===== src/rtl/bsrx_pkg.sv =====
package bsrx_pkg;
  timeunit 1ns;
  timeprecision 1ps;

  localparam int STATE_W = 3;

  typedef enum logic [STATE_W-1:0] {
    ST_IDLE   = 3'd0,
    ST_SENSE  = 3'd1,
    ST_TIMING = 3'd2,
    ST_SFD    = 3'd3,
    ST_DATA   = 3'd4,
    ST_END    = 3'd5
  } rxState_e;

  // strobes from control to the pattern datapath
  typedef struct packed {
    logic clrMatch;
    logic shiftEn;
  } ctlStrobe_t;

  localparam int LC_FM0    = 0;
  localparam int LC_MILLER = 1;
endpackage


===== src/rtl/bsrx_sfd_match.sv =====
module bsrx_sfd_match
  import bsrx_pkg::*;
#(
  parameter int FM0_LEN = 6,
  parameter int MIL_LEN = 7,
  parameter logic [FM0_LEN-1:0] FM0_PAT   = 6'b101001,
  parameter logic [FM0_LEN-1:0] FM0_VMASK = 6'b000010,
  parameter logic [MIL_LEN-1:0] MIL_PAT   = 7'b0101111
) (
  input  logic       clk,
  input  logic       rstN,
  input  ctlStrobe_t strb,
  input  logic       lineCode,
  input  logic       symBit,
  input  logic       symViol,
  output logic       sfdHit
);
  timeunit 1ns;
  timeprecision 1ps;

  localparam int WIN = (FM0_LEN > MIL_LEN) ? FM0_LEN : MIL_LEN;
  localparam int CW  = $clog2(WIN + 1);
  localparam logic [CW-1:0] CNT_MAX  = CW'(WIN);
  localparam logic [CW-1:0] FM0_NEED = CW'(FM0_LEN - 1);
  localparam logic [CW-1:0] MIL_NEED = CW'(MIL_LEN - 1);

  logic [WIN-1:0] bitSh, violSh;
  logic [WIN-1:0] winBits, winViol;
  logic [CW-1:0]  symCnt;
  logic           fm0Hit, milHit;

  // window including the symbol on the inputs now (newest in bit 0)
  assign winBits = {bitSh[WIN-2:0], symBit};
  assign winViol = {violSh[WIN-2:0], symViol};

  // one shift stage per window slot
  for (genvar g = 0; g < WIN; g++) begin : g_stage
    always_ff @(posedge clk or negedge rstN) begin
      if (!rstN) begin
        bitSh[g]  <= 1'b0;
        violSh[g] <= 1'b0;
      end else if (strb.clrMatch) begin
        bitSh[g]  <= 1'b0;
        violSh[g] <= 1'b0;
      end else if (strb.shiftEn) begin
        bitSh[g]  <= winBits[g];
        violSh[g] <= winViol[g];
      end
    end
  end

  always_ff @(posedge clk or negedge rstN) begin
    if (!rstN)
      symCnt <= '0;
    else if (strb.clrMatch)
      symCnt <= '0;
    else if (strb.shiftEn && symCnt != CNT_MAX)
      symCnt <= symCnt + 1'b1;
  end

  always_comb begin
    fm0Hit = (symCnt >= FM0_NEED)
          && ((winBits[FM0_LEN-1:0] & ~FM0_VMASK) == (FM0_PAT & ~FM0_VMASK))
          && (winViol[FM0_LEN-1:0] == FM0_VMASK);
    milHit = (symCnt >= MIL_NEED)
          && (winBits[MIL_LEN-1:0] == MIL_PAT)
          && (winViol[MIL_LEN-1:0] == '0);
    sfdHit = strb.shiftEn && ((lineCode == 1'(LC_MILLER)) ? milHit : fm0Hit);
  end
endmodule


===== src/rtl/bsrx_fsm.sv =====
module bsrx_fsm
  import bsrx_pkg::*;
(
  input  logic       clk,
  input  logic       rstN,
  input  logic       rxEn,
  input  logic       sigDetect,
  input  logic       timingDone,
  input  logic       rxDone,
  input  logic       symValid,
  input  logic       sfdHit,
  output rxState_e   state,
  output ctlStrobe_t strb,
  output logic       sfdFound,
  output logic       dpClear
);
  timeunit 1ns;
  timeprecision 1ps;

  rxState_e nextState;

  always_comb begin
    nextState = state;
    if (!rxEn) begin
      nextState = ST_IDLE;
    end else begin
      unique case (state)
        ST_IDLE:   nextState = ST_SENSE;
        ST_SENSE:  if (sigDetect)  nextState = ST_TIMING;
        ST_TIMING: if (timingDone) nextState = ST_SFD;
        ST_SFD:    if (sfdHit)     nextState = ST_DATA;
        ST_DATA:   if (rxDone)     nextState = ST_END;
        ST_END:    nextState = ST_END;
        default:   nextState = ST_IDLE;
      endcase
    end
  end

  always_comb begin
    strb.clrMatch = (state != ST_SFD);
    strb.shiftEn  = (state == ST_SFD) && rxEn && symValid;
  end

  always_ff @(posedge clk or negedge rstN) begin
    if (!rstN) begin
      state    <= ST_IDLE;
      sfdFound <= 1'b0;
      dpClear  <= 1'b0;
    end else begin
      state    <= nextState;
      sfdFound <= (state == ST_SFD) && (nextState == ST_DATA);
      dpClear  <= (state != ST_IDLE) && (nextState == ST_IDLE);
    end
  end
endmodule


===== src/rtl/bsrx_ctrl.sv =====
module bsrx_ctrl
  import bsrx_pkg::*;
(
  input  logic       clk,
  input  logic       rstN,
  input  logic       rxEn,
  input  logic       sigDetect,
  input  logic       timingDone,
  input  logic       rxDone,
  input  logic       lineCode,
  input  logic       symBit,
  input  logic       symValid,
  input  logic       symViol,
  output logic [2:0] stateCode,
  output logic       sfdFound,
  output logic       frameActive,
  output logic       dpClear
);
  timeunit 1ns;
  timeprecision 1ps;

  rxState_e   state;
  ctlStrobe_t strb;
  logic       sfdHit;

  bsrx_fsm u_fsm (
    .clk, .rstN, .rxEn, .sigDetect, .timingDone, .rxDone, .symValid,
    .sfdHit, .state, .strb, .sfdFound, .dpClear
  );

  bsrx_sfd_match u_match (
    .clk, .rstN, .strb, .lineCode, .symBit, .symViol, .sfdHit
  );

  assign stateCode   = state;
  assign frameActive = (state == ST_DATA);
endmodule


===== config.mk =====
export PLATFORM = sky130hd
export DESIGN_NAME = bsrx_ctrl
export DESIGN_NICKNAME = d
export VERILOG_FILES = /design/src/rtl/bsrx_pkg.sv /design/src/rtl/bsrx_sfd_match.sv /design/src/rtl/bsrx_fsm.sv /design/src/rtl/bsrx_ctrl.sv
export SDC_FILE = /design/constraint.sdc
export NUM_CORES = 1
export LEC_CHECK = 0
export BUFFER_PORTS_ARGS = -buffer_cell sky130_fd_sc_hd__buf_4
export CAP_MARGIN = 10
export CORE_MARGIN = 4
export CORE_UTILIZATION = 45
export CTS_CLUSTER_SIZE = 14
export DETAILED_ROUTE_END_ITERATION = 8
export PLACE_DENSITY = 0.68
export SLEW_MARGIN = 10
export SYNTH_ARGS = -nofsm -noshare
export SYNTH_HDL_FRONTEND = slang
export SYNTH_HIERARCHICAL = 1
export SYNTH_SLANG_ARGS = --single-unit

===== constraint.sdc =====
create_clock -name clk -period 1.75 [get_ports clk]
set_input_delay 0.175 -clock clk [delete_from_list [all_inputs] [get_ports clk]]
set_output_delay 0.175 -clock clk [all_outputs]
set_load 0.02 [all_outputs]

==> reports/qor.yml <==
timing:
  clock.fmax_mhz: 553.5
  rsz0062_at_grt: "yes"
  hold_viol_final: 0
  setup_viol: 1
  period_share: 1.032
  worst_slew_pin_slew_ns: 0.5537
  fin_hold_ws_ns: 0.1406
  fin_tns_setup_ns: -0.05675
  maxSlewViolCount: 0
  fin_skew_ns: 0.002011
  fin_ws_ns: -0.05675
  maxSlewHeadroom: 0.6309
  fin_crit_ns: 1.807
routing:
  avgViaCountPerCell: 5.196
  route.detailed.drc: 0
  drtAntennaViolNets: 0
  vias: 769
  wl_um: 2068
  wl_per_cell_um: 13.97
  firstDrtPassIters: 4
  first_iter_violations: 12
clock_tree:
  cts_tree: "done"
  htree_levels: 1
  cts.path.max_buffers: 2
  cts_buffers: 3
  clock_sinks: 20
  clkTransAtPathRegs_ns: 0.11
  insertion_delay_ns: 0.30
  cts_root_buf: "clkbuf_4"
floorplanning:
  num_io_pins: 16
  die_h_um: 55.63
  die-area_um2: 3095
  start_util: 0.4951
  rows: 16
  core-area_um2: 2062
  die_w_um: 55.63
worst_setup_path:
  cp-start-kind: "flop"
  r2r_slack_ns: -0.06
  worstSetupPathType: "reg2reg"
  crit_path_end_kind: "flop"
  cp.arrival_ns: 2.00
  r2r-end: "u_fsm/state[0]"
  cp_data_required_time_ns: 1.94
  cp_max_fo: 3
  rr_worst_depth: 8
  r2r_start: "u_match/symCnt[1]"
power:
  power_frac_comb: 0.103
  p_int_uw: 744.7
  p_leak_nw: 0.5467
  switching_share: 0.2124
  p_switching_uw: 200.8
  power.share.clock: 0.397
  ir_drop_uv: 423.5
  seqPwrFrac: 0.500
  powerDensity_nw_per_um2: 719.7
final_layout:
  diodes: 0
  nets: 136
  area_delta_synth_final_pct: 28.68
  utilization: 0.6371
  drive_above_1_share: 0.3554
  fill_cells: 187
  seq_area_um2: 504.2
  multiInputGateArea_um2: 529.3
global_route:
  grt_pass1_wl_um: 3594
  grt_pass1_vias: 780
  track_usage: 0.1456
  grt_max_degree: 21
  overflow: 0
  antenna_found_initial: 0
logic_synthesis:
  synth-warning-count: 6
  synth_top_area_frac: 0.4902
  synthesis.area_um2: 1021
  synth-edff-count: 0
  synthTopCellsByArea: "dfrtp_1 49%, mux2i_1 13%, nor2_1 7.4%"
  synthArstFlopShare: 1.000
  ys_seq_area_frac: 0.4902
  synth-seq-cells: 20
  syn_inst: 96
  synth_flop_cell: "dfrtp_1"
  yosys.area.top_type: "dfrtp_1"
  synthTopCellsByCount: "20 x dfrtp_1, 20 x nor2_1, 13 x mux2i_1"
  syn-num-nets: 110
  avgSynthCellArea_um2: 10.64
  yosysUniqueCellTypes: 29
run_status:
  violations: "negative setup slack"
  outcome: "finished, violations left"
min_path:
  min-delay-path-class: "in2reg"
  hp-start: "rxEn"
  worstHoldEndpoint: "u_fsm/state[0]"
  worstHoldPathCells: 2
placement:
  gp_congestion: 0.7545
  hpwl_um: 1518
  portBuffers: 15
  place_ws_ns: -0.03372
flow_run:
  maxCapViolCount: 0
[cell usage in the layout (no fill, tap or decap), types with 2 or more instances in the layout]
cell type,synthesis,final
clkbuf_4,0,3
nor3_2,0,2
nor2_1,20,20
ha_1,4,3
inv_1,3,2
nand2b_1,5,4
nand2_1,5,4
dfrtp_1,20,17
mux2i_1,13,13
buf_4,0,23
dfrtp_2,0,3
or2_1,2,2
a21oi_1,3,2
[stage by stage]
stage                     total power, mW  std cells  area (um2)
after global routing               0.9899        148        1314
after detailed placement           0.5785        142        1222
after CTS                          0.9577        147        1285
final                              0.9455        148        1314
after global placement             0.5761        142        1222
after floorplan                    0.5269         96        1050
[critical path: stages, from the launching register on]
cell and delay, ns:
dfrtp_1 0.40, inv_2 0.08, ha_4 0.12, nor3_2 0.03
or4_1 0.42, a21oi_2 0.18, nand2b_1 0.12, a21oi_1 0.06
o31a_1 0.29
[how the worst max path moves through the flow]
| stage | start | endpoint | slack (ns) | cells after the start |
|---|---|---|---|---|
| 2_1_floorplan | u_fsm/state[2] | u_fsm/state[0] | -0.08 | 9 |
| 3_3_place_gp | u_match/symCnt[1] | u_fsm/state[0] | 0.02 | 8 |
| 3_5_place_dp | u_match/symCnt[1] | u_fsm/state[0] | -0.03 | 8 |
| 4_1_cts | u_match/symCnt[1] | u_fsm/state[0] | -0.06 | 8 |
| 5_1_grt | u_match/symCnt[1] | u_fsm/state[0] | -0.17 | 8 |
| 6_report | u_match/symCnt[1] | u_fsm/state[0] | -0.06 | 8 |
[sequential cells by signal, indices dropped and copies added (netlist names)]
signal,flops
u_fsm/dpClear,1
u_fsm/sfdFound,1
u_fsm/state,3
u_match/bitSh,6
u_match/symCnt,3
u_match/violSh,6
[power groups by stage]
stage / combinational [mW] / sequential [mW] / clock, mW
2_1_floorplan: 0.0312 / 0.496 / 0
3_3_place_gp: 0.0951 / 0.481 / 0
3_5_place_dp: 0.0963 / 0.482 / 0
4_1_cts: 0.0985 / 0.473 / 0.386
5_1_grt: 0.107 / 0.474 / 0.409
6_report: 0.0972 / 0.473 / 0.375
[metal layers]
layer  vias up  GRT usage  part of all wire
met5         -          0                 0
met1       385     0.1953              0.48
met4         0    0.05208                 0
met3         0    0.02320             0.024
li1        378          -                 -
met2         6     0.2365              0.49
[layout make-up]
| cell class | instances | area share |
|---|---|---|
| clock buffers | 3 | 0.01714 |
| clock inverters | 1 | 0.02286 |
| multi-input cells | 70 | 0.4029 |
| repair buffers | 24 | 0.1390 |
| inverters | 3 | 0.008571 |
| flip-flops and latches | 20 | 0.3838 |
| well taps | 27 | 0.02571 |
[kinds of logic (layout without fill, tap and decap cells)]
logic type,count (synthesis),in the layout,share of synthesized area
AO/OA/AOI/OAI,8,8,0.05393
XOR/XNOR,1,1,0.008580
adder cells (fa/ha/maj),4,4,0.04902
buffers and inverters,6,31,0.03063
flip-flops,20,20,0.4902
multiplexers,14,14,0.1385
AND/OR/NAND/NOR,43,43,0.2292
[timing repair]
| item | in CTS | in global routing |
|---|---|---|
| pin swaps | 0 | 3 |
| buffers inserted | 0 | 1 |
| cloned | 0 | 0 |
| setup endpoints to repair | 1 | 2 |
| hold buffers | 1 | 0 |
| gates resized for setup | 0 | 5 |
| hold endpoints to repair | 20 | 0 |
No activity file was read; power rests on OpenSTA's default activity.
